**config.mk**
```make
export PLATFORM = sky130hd
export DESIGN_NAME = sgdma_engine
export DESIGN_NICKNAME = d
export VERILOG_FILES = /design/src/rtl/sgdma_pkg.sv /design/src/rtl/sgdma_bytecnt.sv /design/src/rtl/sgdma_csr.sv /design/src/rtl/sgdma_seq.sv /design/src/rtl/sgdma_engine.sv
export SDC_FILE = /design/constraint.sdc
export NUM_CORES = 1
export LEC_CHECK = 0
export BUFFER_PORTS_ARGS = -buffer_cell sky130_fd_sc_hd__buf_2
export CELL_PAD_IN_SITES_DETAIL_PLACEMENT = 0
export CELL_PAD_IN_SITES_GLOBAL_PLACEMENT = 2
export CORE_ASPECT_RATIO = 1.1
export CORE_UTILIZATION = 34
export CTS_BUF_LIST = sky130_fd_sc_hd__clkbuf_8
export CTS_CLUSTER_DIAMETER = 60
export CTS_CLUSTER_SIZE = 24
export DETAILED_ROUTE_END_ITERATION = 7
export PLACE_DENSITY = 0.8
export SLEW_MARGIN = 25
export SYNTH_ARGS = -nofsm -noshare
export SYNTH_HDL_FRONTEND = slang
export SYNTH_SLANG_ARGS = --single-unit
```
**constraint.sdc**
```tcl
create_clock -name clk -period 3.16 [get_ports clk]
set_input_delay 0.158 -clock clk [delete_from_list [all_inputs] [get_ports clk]]
set_output_delay 0.158 -clock clk [all_outputs]
set_load 0.02 [all_outputs]
```
**src/rtl/sgdma_pkg.sv**
```systemverilog
package sgdma_pkg;
  localparam int unsigned WORD_BITS  = 32;
  localparam int unsigned BEAT_BYTES = WORD_BITS / 8;

  localparam logic [3:0] RIDX_TIMING  = 4'd0;
  localparam logic [3:0] RIDX_LIST_LO = 4'd1;
  localparam logic [3:0] RIDX_LIST_HI = 4'd2;
  localparam logic [3:0] RIDX_CUR_LO  = 4'd3;
  localparam logic [3:0] RIDX_CUR_HI  = 4'd4;
  localparam logic [3:0] RIDX_DEVCNT  = 4'd5;
  localparam logic [3:0] RIDX_MEMCNT  = 4'd6;
  localparam logic [3:0] RIDX_CSR     = 4'd7;
  localparam logic [3:0] RIDX_DONE    = 4'd8;

  localparam int unsigned CSR_GO    = 0;
  localparam int unsigned CSR_HALT  = 1;
  localparam int unsigned CSR_TOMEM = 2;
  localparam int unsigned CSR_BUSY  = 3;
  localparam int unsigned CSR_FAULT = 4;

  typedef enum logic [2:0] {
    S_IDLE, S_DADDR, S_DLEN, S_MRD, S_TX, S_RX, S_MWR, S_CMPL
  } seq_state_t;

  // Reverse byte order of a descriptor word.
  function automatic logic [31:0] bswap32(input logic [31:0] w);
    return {w[7:0], w[15:8], w[23:16], w[31:24]};
  endfunction

  // Buffer length in bytes; a zero field stands for 65536.
  function automatic logic [16:0] desc_len_bytes(input logic [15:0] f);
    return (f == 16'd0) ? 17'h10000 : {1'b0, f};
  endfunction
endpackage

```
**src/rtl/sgdma_bytecnt.sv**
```systemverilog
module sgdma_bytecnt
  import sgdma_pkg::*;
#(
  parameter int unsigned CNT_W = 32
) (
  input  logic             clk,
  input  logic             rst_n,
  input  logic             clear,
  input  logic             beat,
  output logic [CNT_W-1:0] count
);
  always_ff @(posedge clk) begin
    if (!rst_n)     count <= '0;
    else if (clear) count <= '0;
    else if (beat)  count <= count + CNT_W'(BEAT_BYTES);
  end
endmodule

```
**src/rtl/sgdma_csr.sv**
```systemverilog
module sgdma_csr
  import sgdma_pkg::*;
(
  input  logic        clk,
  input  logic        rst_n,
  input  logic        reg_we,
  input  logic [5:0]  reg_addr,
  input  logic [31:0] reg_wdata,
  output logic [31:0] reg_rdata,
  input  logic [31:0] cur_addr,
  input  logic [31:0] dev_cnt,
  input  logic [31:0] mem_cnt,
  input  logic        evt_halt,
  input  logic        evt_err,
  output logic        start_go,
  output logic        stop_req,
  output logic        to_mem,
  output logic        busy,
  output logic [31:0] list_ptr,
  output logic [31:0] done_addr
);
  logic [3:0]  idx;
  logic        csr_wr, fault_q;
  logic [31:0] timing_q, list_hi_q;
  logic [1:0]  unused_low;

  assign idx        = reg_addr[5:2];
  assign unused_low = reg_addr[1:0];
  assign csr_wr     = reg_we && (idx == RIDX_CSR);
  assign start_go   = csr_wr && reg_wdata[CSR_GO] && !busy;

  always_ff @(posedge clk) begin
    if (!rst_n) begin
      timing_q <= '0; list_ptr <= '0; list_hi_q <= '0; done_addr <= '0;
      busy <= 1'b0; stop_req <= 1'b0; to_mem <= 1'b0; fault_q <= 1'b0;
    end else begin
      if (reg_we && idx == RIDX_TIMING)  timing_q  <= reg_wdata;
      if (reg_we && idx == RIDX_LIST_LO) list_ptr  <= reg_wdata;
      if (reg_we && idx == RIDX_LIST_HI) list_hi_q <= reg_wdata;
      if (reg_we && idx == RIDX_DONE)    done_addr <= reg_wdata;
      if (start_go) begin
        busy    <= 1'b1;
        fault_q <= 1'b0;
        to_mem  <= reg_wdata[CSR_TOMEM];
      end else if (csr_wr && !reg_wdata[CSR_GO]) begin
        fault_q <= 1'b0;
        if (!busy) to_mem <= reg_wdata[CSR_TOMEM];
      end
      if (csr_wr && reg_wdata[CSR_HALT] && busy) stop_req <= 1'b1;
      if (evt_halt || evt_err) begin
        busy     <= 1'b0;
        stop_req <= 1'b0;
      end
      if (evt_err) fault_q <= 1'b1;
    end
  end

  always_comb begin
    case (idx)
      RIDX_TIMING:  reg_rdata = timing_q;
      RIDX_LIST_LO: reg_rdata = list_ptr;
      RIDX_LIST_HI: reg_rdata = list_hi_q;
      RIDX_CUR_LO:  reg_rdata = cur_addr;
      RIDX_DEVCNT:  reg_rdata = dev_cnt;
      RIDX_MEMCNT:  reg_rdata = mem_cnt;
      RIDX_CSR:     reg_rdata = {27'd0, fault_q, busy, to_mem, stop_req, 1'b0};
      RIDX_DONE:    reg_rdata = done_addr;
      default:      reg_rdata = '0;
    endcase
  end


  halt_drops_with_busy_chk: assert property (@(posedge clk) disable iff (!rst_n)
    $fell(stop_req) |-> $fell(busy));

  go_needs_idle_chk: assert property (@(posedge clk) disable iff (!rst_n)
    $rose(busy) |-> $past(csr_wr && reg_wdata[CSR_GO]));
endmodule

```
**src/rtl/sgdma_seq.sv**
```systemverilog
module sgdma_seq
  import sgdma_pkg::*;
#(
  parameter int unsigned CMPL_WORDS = 4
) (
  input  logic        clk,
  input  logic        rst_n,
  input  logic        start_go,
  input  logic        to_mem,
  input  logic        stop_req,
  input  logic [31:0] list_ptr,
  input  logic [31:0] done_addr,
  output logic        mem_req,
  output logic        mem_we,
  output logic [31:0] mem_addr,
  output logic [31:0] mem_wdata,
  input  logic        mem_rvalid,
  input  logic [31:0] mem_rdata,
  input  logic        mem_rerr,
  output logic        dev_tx_valid,
  output logic [31:0] dev_tx_data,
  input  logic        dev_tx_ready,
  input  logic        dev_rx_valid,
  input  logic [31:0] dev_rx_data,
  output logic        dev_rx_ready,
  output logic [31:0] cur_addr,
  output logic        evt_mem_beat,
  output logic        evt_dev_beat,
  output logic        evt_halt,
  output logic        evt_err
);
  localparam int unsigned CW_W = $clog2(CMPL_WORDS) + 1;
  localparam logic [CW_W-1:0] CW_LAST = CW_W'(CMPL_WORDS - 1);

  seq_state_t      st, adv_next;
  logic [31:0]     dptr, data_q, len_word;
  logic [16:0]     remain;
  logic            eol, mem_ack, mem_bad, last, beat_done;
  logic [CW_W-1:0] cw;

  assign mem_ack   = mem_req && mem_rvalid;
  assign mem_bad   = mem_ack && mem_rerr;
  assign last      = (remain == 17'(BEAT_BYTES));
  assign len_word  = bswap32(mem_rdata);
  assign beat_done = (st == S_TX && dev_tx_ready) || (st == S_MWR && mem_ack && !mem_rerr);

  assign mem_req      = st inside {S_DADDR, S_DLEN, S_MRD, S_MWR, S_CMPL};
  assign mem_we       = st inside {S_MWR, S_CMPL};
  assign mem_wdata    = (st == S_CMPL) ? '1 : data_q;
  assign dev_tx_valid = (st == S_TX);
  assign dev_tx_data  = data_q;
  assign dev_rx_ready = (st == S_RX);
  assign evt_mem_beat = mem_ack && !mem_rerr && (st inside {S_MRD, S_MWR});
  assign evt_dev_beat = (st == S_TX && dev_tx_ready) || (st == S_RX && dev_rx_valid);
  assign evt_err      = mem_bad;
  assign evt_halt     = (st == S_CMPL) && mem_ack && !mem_rerr && (cw == CW_LAST);

  always_comb begin
    case (st)
      S_DADDR: mem_addr = dptr + 32'd4;
      S_DLEN:  mem_addr = dptr + 32'd12;
      S_CMPL:  mem_addr = done_addr + (32'(cw) << 2);
      default: mem_addr = cur_addr;
    endcase
    if (last && eol)   adv_next = S_CMPL;
    else if (stop_req) adv_next = S_CMPL;
    else if (last)     adv_next = S_DADDR;
    else               adv_next = to_mem ? S_RX : S_MRD;
  end

  always_ff @(posedge clk) begin
    if (!rst_n) begin
      st <= S_IDLE; dptr <= '0; cur_addr <= '0; data_q <= '0;
      remain <= '0; eol <= 1'b0; cw <= '0;
    end else if (mem_bad) begin
      st <= S_IDLE;
    end else begin
      case (st)
        S_IDLE: if (start_go) begin
          dptr <= list_ptr; cw <= '0; st <= S_DADDR;
        end
        S_DADDR: if (mem_ack) begin
          cur_addr <= bswap32(mem_rdata); st <= S_DLEN;
        end
        S_DLEN: if (mem_ack) begin
          remain <= desc_len_bytes(len_word[15:0]);
          eol    <= len_word[31];
          st     <= stop_req ? S_CMPL : (to_mem ? S_RX : S_MRD);
        end
        S_MRD: if (mem_ack) begin
          data_q <= mem_rdata; st <= S_TX;
        end
        S_RX: if (dev_rx_valid) begin
          data_q <= dev_rx_data; st <= S_MWR;
        end else if (stop_req) st <= S_CMPL;
        S_CMPL: if (mem_ack) begin
          if (cw == CW_LAST) st <= S_IDLE;
          else cw <= cw + 1'b1;
        end
        default: ;
      endcase
      if (beat_done) begin
        cur_addr <= cur_addr + 32'(BEAT_BYTES);
        remain   <= remain - 17'(BEAT_BYTES);
        if (last) dptr <= dptr + 32'd16;
        st <= adv_next;
      end
    end
  end


  one_path_active_chk: assert property (@(posedge clk) disable iff (!rst_n)
    $onehot0({mem_req, dev_tx_valid, dev_rx_ready}));

  tx_word_held_chk: assert property (@(posedge clk) disable iff (!rst_n)
    dev_tx_valid && !dev_tx_ready |=> dev_tx_valid && $stable(dev_tx_data));

  mem_addr_held_chk: assert property (@(posedge clk) disable iff (!rst_n)
    mem_req && !mem_rvalid |=> mem_req && $stable(mem_addr));
endmodule

```
**src/rtl/sgdma_engine.sv**
```systemverilog
module sgdma_engine
  import sgdma_pkg::*;
#(
  parameter int unsigned CMPL_WORDS = 4
) (
  input  logic        clk,
  input  logic        rst_n,
  input  logic        reg_we,
  input  logic [5:0]  reg_addr,
  input  logic [31:0] reg_wdata,
  output logic [31:0] reg_rdata,
  output logic        mem_req,
  output logic        mem_we,
  output logic [31:0] mem_addr,
  output logic [31:0] mem_wdata,
  input  logic        mem_rvalid,
  input  logic [31:0] mem_rdata,
  input  logic        mem_rerr,
  output logic        dev_tx_valid,
  output logic [31:0] dev_tx_data,
  input  logic        dev_tx_ready,
  input  logic        dev_rx_valid,
  input  logic [31:0] dev_rx_data,
  output logic        dev_rx_ready
);
  logic        start_go, stop_req, to_mem, busy;
  logic        evt_mem_beat, evt_dev_beat, evt_halt, evt_err;
  logic [31:0] list_ptr, done_addr, cur_addr, dev_cnt, mem_cnt;

  sgdma_csr u_csr (
    .clk, .rst_n, .reg_we, .reg_addr, .reg_wdata, .reg_rdata,
    .cur_addr, .dev_cnt, .mem_cnt, .evt_halt, .evt_err,
    .start_go, .stop_req, .to_mem, .busy, .list_ptr, .done_addr
  );

  sgdma_seq #(.CMPL_WORDS(CMPL_WORDS)) u_seq (
    .clk, .rst_n, .start_go, .to_mem, .stop_req, .list_ptr, .done_addr,
    .mem_req, .mem_we, .mem_addr, .mem_wdata, .mem_rvalid, .mem_rdata, .mem_rerr,
    .dev_tx_valid, .dev_tx_data, .dev_tx_ready, .dev_rx_valid, .dev_rx_data,
    .dev_rx_ready, .cur_addr, .evt_mem_beat, .evt_dev_beat, .evt_halt, .evt_err
  );

  sgdma_bytecnt #(.CNT_W(32)) u_devcnt (
    .clk, .rst_n, .clear(start_go), .beat(evt_dev_beat), .count(dev_cnt));
  sgdma_bytecnt #(.CNT_W(32)) u_memcnt (
    .clk, .rst_n, .clear(start_go), .beat(evt_mem_beat), .count(mem_cnt));


  counts_agree_at_halt_chk: assert property (@(posedge clk) disable iff (!rst_n)
    evt_halt |-> dev_cnt == mem_cnt);

  fault_stops_engine_chk: assert property (@(posedge clk) disable iff (!rst_n)
    evt_err |=> !busy && !mem_req);
endmodule

```
==> run_results.csv, run 1 <==
group,metric,value,unit
worst_setup_path,crit_required,3000,ps
cells_and_area,final_util,0.436,
timing,timing.setup.tns,0,ps
drt,routedWlPerCell,21.0,um
worst_setup_path,critPathMaxFanout,6,
floorplan,start_util,0.347,
floorplan,core,48000,um2
placed_design,dp_hpwl,48.1,mm
clock_tree,path_clk_slew,80,ps
timing,min_period,3060,ps
logic_synthesis,ys_types,66,
timing,relSlewSlack,0.492,
power,p_per_area,439,nW/um2
clock_tree,cts_buffers,36,
power,cellLeakagePower,7.86,nW
clock_tree,cts_tree,"done",
global_route,grt.total_usage,0.265,
logic_synthesis,async_flop_share,0,
clock_tree,cts.sinks,312,
floorplan,io_pins,241,
cells_and_area,design_area,20900,um2
worst_setup_path,reg2reg_to,"u_seq.dev_tx_data[6]",
timing,max_freq,327,MHz
worst_setup_path,rr_worst_depth,8,
timing,rsz0062_at_grt,"yes",
clock_tree,cts-root-buf,"clkbuf_8",
logic_synthesis,yosysWarnings,0,
worst_setup_path,critical_path_class,"reg2out",
run_status,status,"finished clean",
logic_synthesis,syn_avg_cell_area,7.49,um2
timing,hold_ws,78.0,ps
drt,wl,67.3,mm
drt,drc,0,
placed_design,gp_congestion,0.905,
power,totalPowerFinal,9.18,mW
global_route,overflow,0,
power,ir_drop,0.000381,V
logic_synthesis,synth_edf_count,0,
worst_setup_path,cp.arrival,2900,ps
logic_synthesis,syn-instance-count,2224,
logic_synthesis,ys_ff_latch,312,
logic_synthesis,syn_area,16700,um2
timing,final.period_utilization,0.969,
clock_tree,clk_latency,650,ps
logic_synthesis,ys.flop_type,"dfxtp_1",
cells_and_area,area_growth,25.6,%
timing,final_hold_viol_count,0,
placed_design,dpl_cell_area,18700,um2
min_path,hp-class,"in2reg",
timing,finalSetupViolations,0,
drt,vias_per_cell,5.51,
floorplan,rows,84,
logic_synthesis,yosysSeqAreaShare,0.375,
logic_synthesis,synth_most_common_cell,"nand2_1",
global_route,first_global_vias,16574,
global_route,grt_max_degree,99,
floorplan,chipWidth,213,um
logic_synthesis,synthesis.nets,2346,
logic_synthesis,synthTopCellsByArea,"dfxtp_1 (38%), nand2_1 (10%), a21oi_1 (5.8%)",
job,maxCapViolCount,0,
clock_tree,htree_levels,2,
global_route,grt_pass1_wl,101,mm
drt,dr_total_vias,17682,
worst_setup_path,startpoint,"u_seq.cw[0]",
timing,finalClockSkew,61.4,ps
timing,worst_pin_slew,760,ps
cells_and_area,drive_gt1_frac,0.170,
drt,initialDrtViolationCount,1441,
clock_tree,clock_path_buffers,3,
worst_setup_path,crit_end,"mem_addr[14]",
drt,first_pass_iters,6,
worst_setup_path,reg2reg_slack,200,ps
logic_synthesis,synth_common_cells,"nand2_1 (465), dfxtp_1 (312), a21oi_1 (192)",
logic_synthesis,synth_top_area_share,0.375,
placed_design,portBuffers,238,
logic_synthesis,yosysTopAreaCell,"dfxtp_1",
timing,slew_violations,0,
drt,postRouteAntennaNets,0,
global_route,antenna_found_initial,1,
worst_setup_path,worstReg2RegStart,"u_seq.st[1]",
floorplan,die_area,49900,um2
worst_setup_path,start_kind,"register",
cells_and_area,final_nets,2658,
floorplan,die-height,234,um
worst_setup_path,worst_setup_path_end_kind,"primary output",
how the worst min path moves through the flow:
stage                    startpoint               endpoint  slack (ps)  depth (start not counted)
global route           mem_rdata[9]     u_seq.cur_addr[17]          60                          3
detailed placement   dev_rx_data[3]   u_seq.dev_tx_data[3]         430                          3
CTS                    mem_rdata[9]     u_seq.cur_addr[17]          40                          3
finish                 mem_rdata[9]     u_seq.cur_addr[17]          80                          3
global placement    dev_rx_data[15]  u_seq.dev_tx_data[15]         430                          3
floorplan              reg_wdata[0]     u_csr.list_hi_q[0]         290                          2
cells by family (layout without fill, tap and decap cells):
logic type,Yosys count,count (layout),share of synthesized area
xor+xnor,111,111,0.0584
compound gates,567,567,0.220
mux,20,20,0.0128
buf+inv,198,536,0.0460
other cells,0,1,0
simple gates,1002,1002,0.277
flops,312,312,0.375
fa+ha+maj,14,14,0.0108
routing by layer:
layer / routed length, um / GRT usage
met1: 30600 / 0.362
met2: 30600 / 0.432
met3: 4010 / 0.0304
met4: 2060 / 0.0924
met5: 0 / 0
worst max-delay path, cell delays in order (launching register included):
cell     delay, ps
dfxtp_2        360
ha_2           200
inv_1           60
fa_2           360
nor2b_2        140
o21ai_2        100
buf_6          180
nor3_2         130
xnor2_1        140
nor2_1          80
a221o_1        360
buf_4          180
layout make-up:
cell class,count,area [um2]
multi-input cells,1714,9810
fillers,5006,27100
inverters,36,140
clock inverters,20,181
clock buffers,44,606
diodes,1,2.50
flip-flops and latches,312,6250
well taps,645,807
repair buffers,436,3120
cells in the final DEF, fill, tap and decap left out, types with 42 or more instances in the layout:
master,synthesis,layout
dlygate4sd3_1,0,127
clkbuf_8,0,44
nand3_1,70,69
a22oi_1,88,88
xnor2_1,73,73
a21oi_1,192,191
buf_2,3,235
nand4_1,42,42
nand2_1,465,464
buf_4,1,63
o21ai_0,107,96
a311oi_1,42,42
dfxtp_1,312,305
nor2_1,186,184
report_power, final:
part | internal (mW) | switching (mW)
clock | 1.42 | 1.77
sequential | 4.04 | 0.155
combinational | 0.606 | 1.19
registers in the layout (all words and copies together) (netlist names), 3 cells and up:
register,count
u_csr.done_addr,32
u_devcnt.count,30
u_csr.timing_q,32
u_seq.dptr,32
u_seq.remain,17
u_csr.list_ptr,32
u_seq.cw,3
u_memcnt.count,30
u_seq.dev_tx_data,32
u_seq.st,3
u_csr.list_hi_q,32
u_seq.cur_addr,32
what timing repair did:
action                                  CTS  global route
endpoints found under the setup margin   16            20
pin swaps                                 2             1
cloned                                    0             1
gates resized for setup                  25            27
hold buffers                            127             0
endpoints found under the hold margin   212             0
setup buffers                             2             0
stage by stage:
stage,worst slack [ps],std cells
2_1_floorplan,509,2224
3_3_place_gp,266,3013
3_5_place_dp,267,3013
4_1_cts,7.92,3206
5_1_grt,-16.0,3208
6_report,99.4,3208
(Power assumes the default switching activity.)
==> run 2, diff against run 1 <==
--- a/config.mk
+++ b/config.mk
@@ -8,7 +8,7 @@
 export BUFFER_PORTS_ARGS = -buffer_cell sky130_fd_sc_hd__buf_2
 export CELL_PAD_IN_SITES_DETAIL_PLACEMENT = 0
 export CELL_PAD_IN_SITES_GLOBAL_PLACEMENT = 2
-export CORE_ASPECT_RATIO = 1.1
+export CORE_ASPECT_RATIO = 0.75
 export CORE_UTILIZATION = 34
 export CTS_BUF_LIST = sky130_fd_sc_hd__clkbuf_8
 export CTS_CLUSTER_DIAMETER = 60
==> run 2 against run 1 <==
  * Routed wire length about the same
  * Count of clock-buffer cells in the layout fell by 15
  * Die area about the same
  * Largest power group unchanged
  * Sequential power about the same
==> run_results.csv, run 2 (same netlist as run 1, synthesis figures left out) <==
group,metric,value,unit
run_status,status,"finished clean",
drt,postRouteAntennaNets,0,
floorplan,chipWidth,258,um
worst_setup_path,critPathMaxFanout,6,
cells_and_area,final_cell_mix,"nand2_1 (464), dfxtp_1 (300), buf_2 (231), a21oi_1 (191), nor2_1 (183)",
timing,timing.setup.tns,0,ps
worst_setup_path,critical_path_class,"reg2out",
clock_tree,cts_tree,"done",
drt,vias_per_cell,5.55,
global_route,grt_max_degree,73,
drt,first_pass_iters,6,
cells_and_area,multi_input_area,9870,um2
timing,final_hold_viol_count,0,
timing,max_freq,319,MHz
placed_design,pre_cts_ws,266,ps
timing,worst_pin_slew,886,ps
timing,rsz0062_at_grt,"yes",
drt,initialDrtViolationCount,1663,
clock_tree,htree_levels,1,
floorplan,die-height,194,um
drt,routedWlPerCell,21.0,um
min_path,hp-class,"in2reg",
clock_tree,cts.sinks,312,
placed_design,portBuffers,238,
cells_and_area,area_growth,26.4,%
power,p_per_area,427,nW/um2
global_route,grt_pass1_wl,102,mm
worst_setup_path,worst_setup_path_end_kind,"primary output",
timing,finalWorstSetupSlack,24.8,ps
floorplan,start_util,0.348,
cells_and_area,drive_gt1_frac,0.176,
global_route,antenna_found_initial,0,
floorplan,rows,69,
timing,finalSetupViolations,0,
power,ir_drop,0.000496,V
power,totalPowerFinal,8.99,mW
timing,relSlewSlack,0.408,
cells_and_area,final_nets,2665,
floorplan,core,47800,um2
cells_and_area,design_area,21000,um2
placed_design,post-place-cells,3014,
worst_setup_path,cp.arrival,2980,ps
cells_and_area,diodes,0,
timing,finalClockSkew,32.0,ps
timing,final.period_utilization,0.992,
timing,min_period,3140,ps
placed_design,dp_hpwl,49.5,mm
drt,dr_total_vias,17771,
global_route,first_global_vias,16588,
worst_setup_path,start_kind,"register",
cells_and_area,final_common_cell,"nand2_1",
clock_tree,path_clk_slew,130,ps
clock_tree,clock_path_buffers,3,
global_route,grt.total_usage,0.260,
job,maxCapViolCount,0,
cells_and_area,instances_no_fill,3204,
drt,wl,67.3,mm
placed_design,dpl_cell_area,18700,um2
drt,drc,0,
floorplan,die_area,49900,um2
placed_design,gp_congestion,0.935,
cells_and_area,fillerInstances,4912,
clock_tree,clk_latency,680,ps
clock_tree,cts_buffers,28,
worst_setup_path,crit_required,3000,ps
timing,slew_violations,0,
cells_and_area,ff_latch_area,6260,um2
clock_tree,cts-root-buf,"clkbuf_8",
power,cellLeakagePower,7.93,nW
global_route,overflow,0,
floorplan,io_pins,241,
[run 2: cell type report]
type | count | share of cell area
timing repair buffer | 451 | 0.156
tap | 639 | 0.0380
sequential | 312 | 0.297
clock inverter | 23 | 0.0138
clock buffer | 29 | 0.0190
multi-input combinational | 1714 | 0.469
inverter | 36 | 0.00666
[run 2: routing by layer]
metal	share of wire	wire length (um)	up-vias	track usage
li1	-	-	8553	-
met1	0.48	32000	8556	0.383
met2	0.44	29300	570	0.394
met3	0.062	4180	90	0.0386
met4	0.025	1660	2	0.0627
met5	0.0015	104	-	0.0153
[run 2: where the power goes]
| group | internal, mW | switching [mW] | total [mW] |
|---|---|---|---|
| Sequential | 4.04 | 0.148 | 4.19 |
| Combinational | 0.617 | 1.22 | 1.84 |
| Clock | 1.10 | 1.86 | 2.97 |
| Total | 5.76 | 3.23 | 8.99 |
[run 2: critical path, cell delays in order, from the launching register on]
cell,delay [ps]
dfxtp_2,370
ha_4,130
inv_2,30
fa_2,370
nor2b_2,130
o21ai_2,100
buf_12,170
nor4b_4,280
xnor2_1,110
o211ai_1,380
buf_4,230
[run 2: what timing repair did]
action | CTS | global route
cloned | 0 | 0
setup buffers | 7 | 2
setup endpoints to repair | 24 | 24
hold buffers | 130 | 0
hold endpoints to repair | 214 | 0
gates resized for setup | 46 | 26
pin swaps | 4 | 10
[run 2: through the flow]
stage          hold slack [ps]   util
3_3_place_gp               423  0.392
4_1_cts                   23.1  0.438
2_1_floorplan              294      -
5_1_grt                   53.7  0.440
3_5_place_dp               428  0.392
6_report                  71.6  0.440
[run 2: worst paths after layout]
path / startpoint / end / slack (ps) / cells past startpoint
worst max-delay path: u_csr.done_addr[2] / mem_addr[30] / 20 / 10
worst min-delay path: rst_n / u_seq.remain[6] / 70 / 4
worst max register to register: u_seq.remain[10] / u_seq.dptr[25] / 210 / 7
worst min register to register: u_csr.timing_q[17] / u_csr.timing_q[17] / 460 / 2
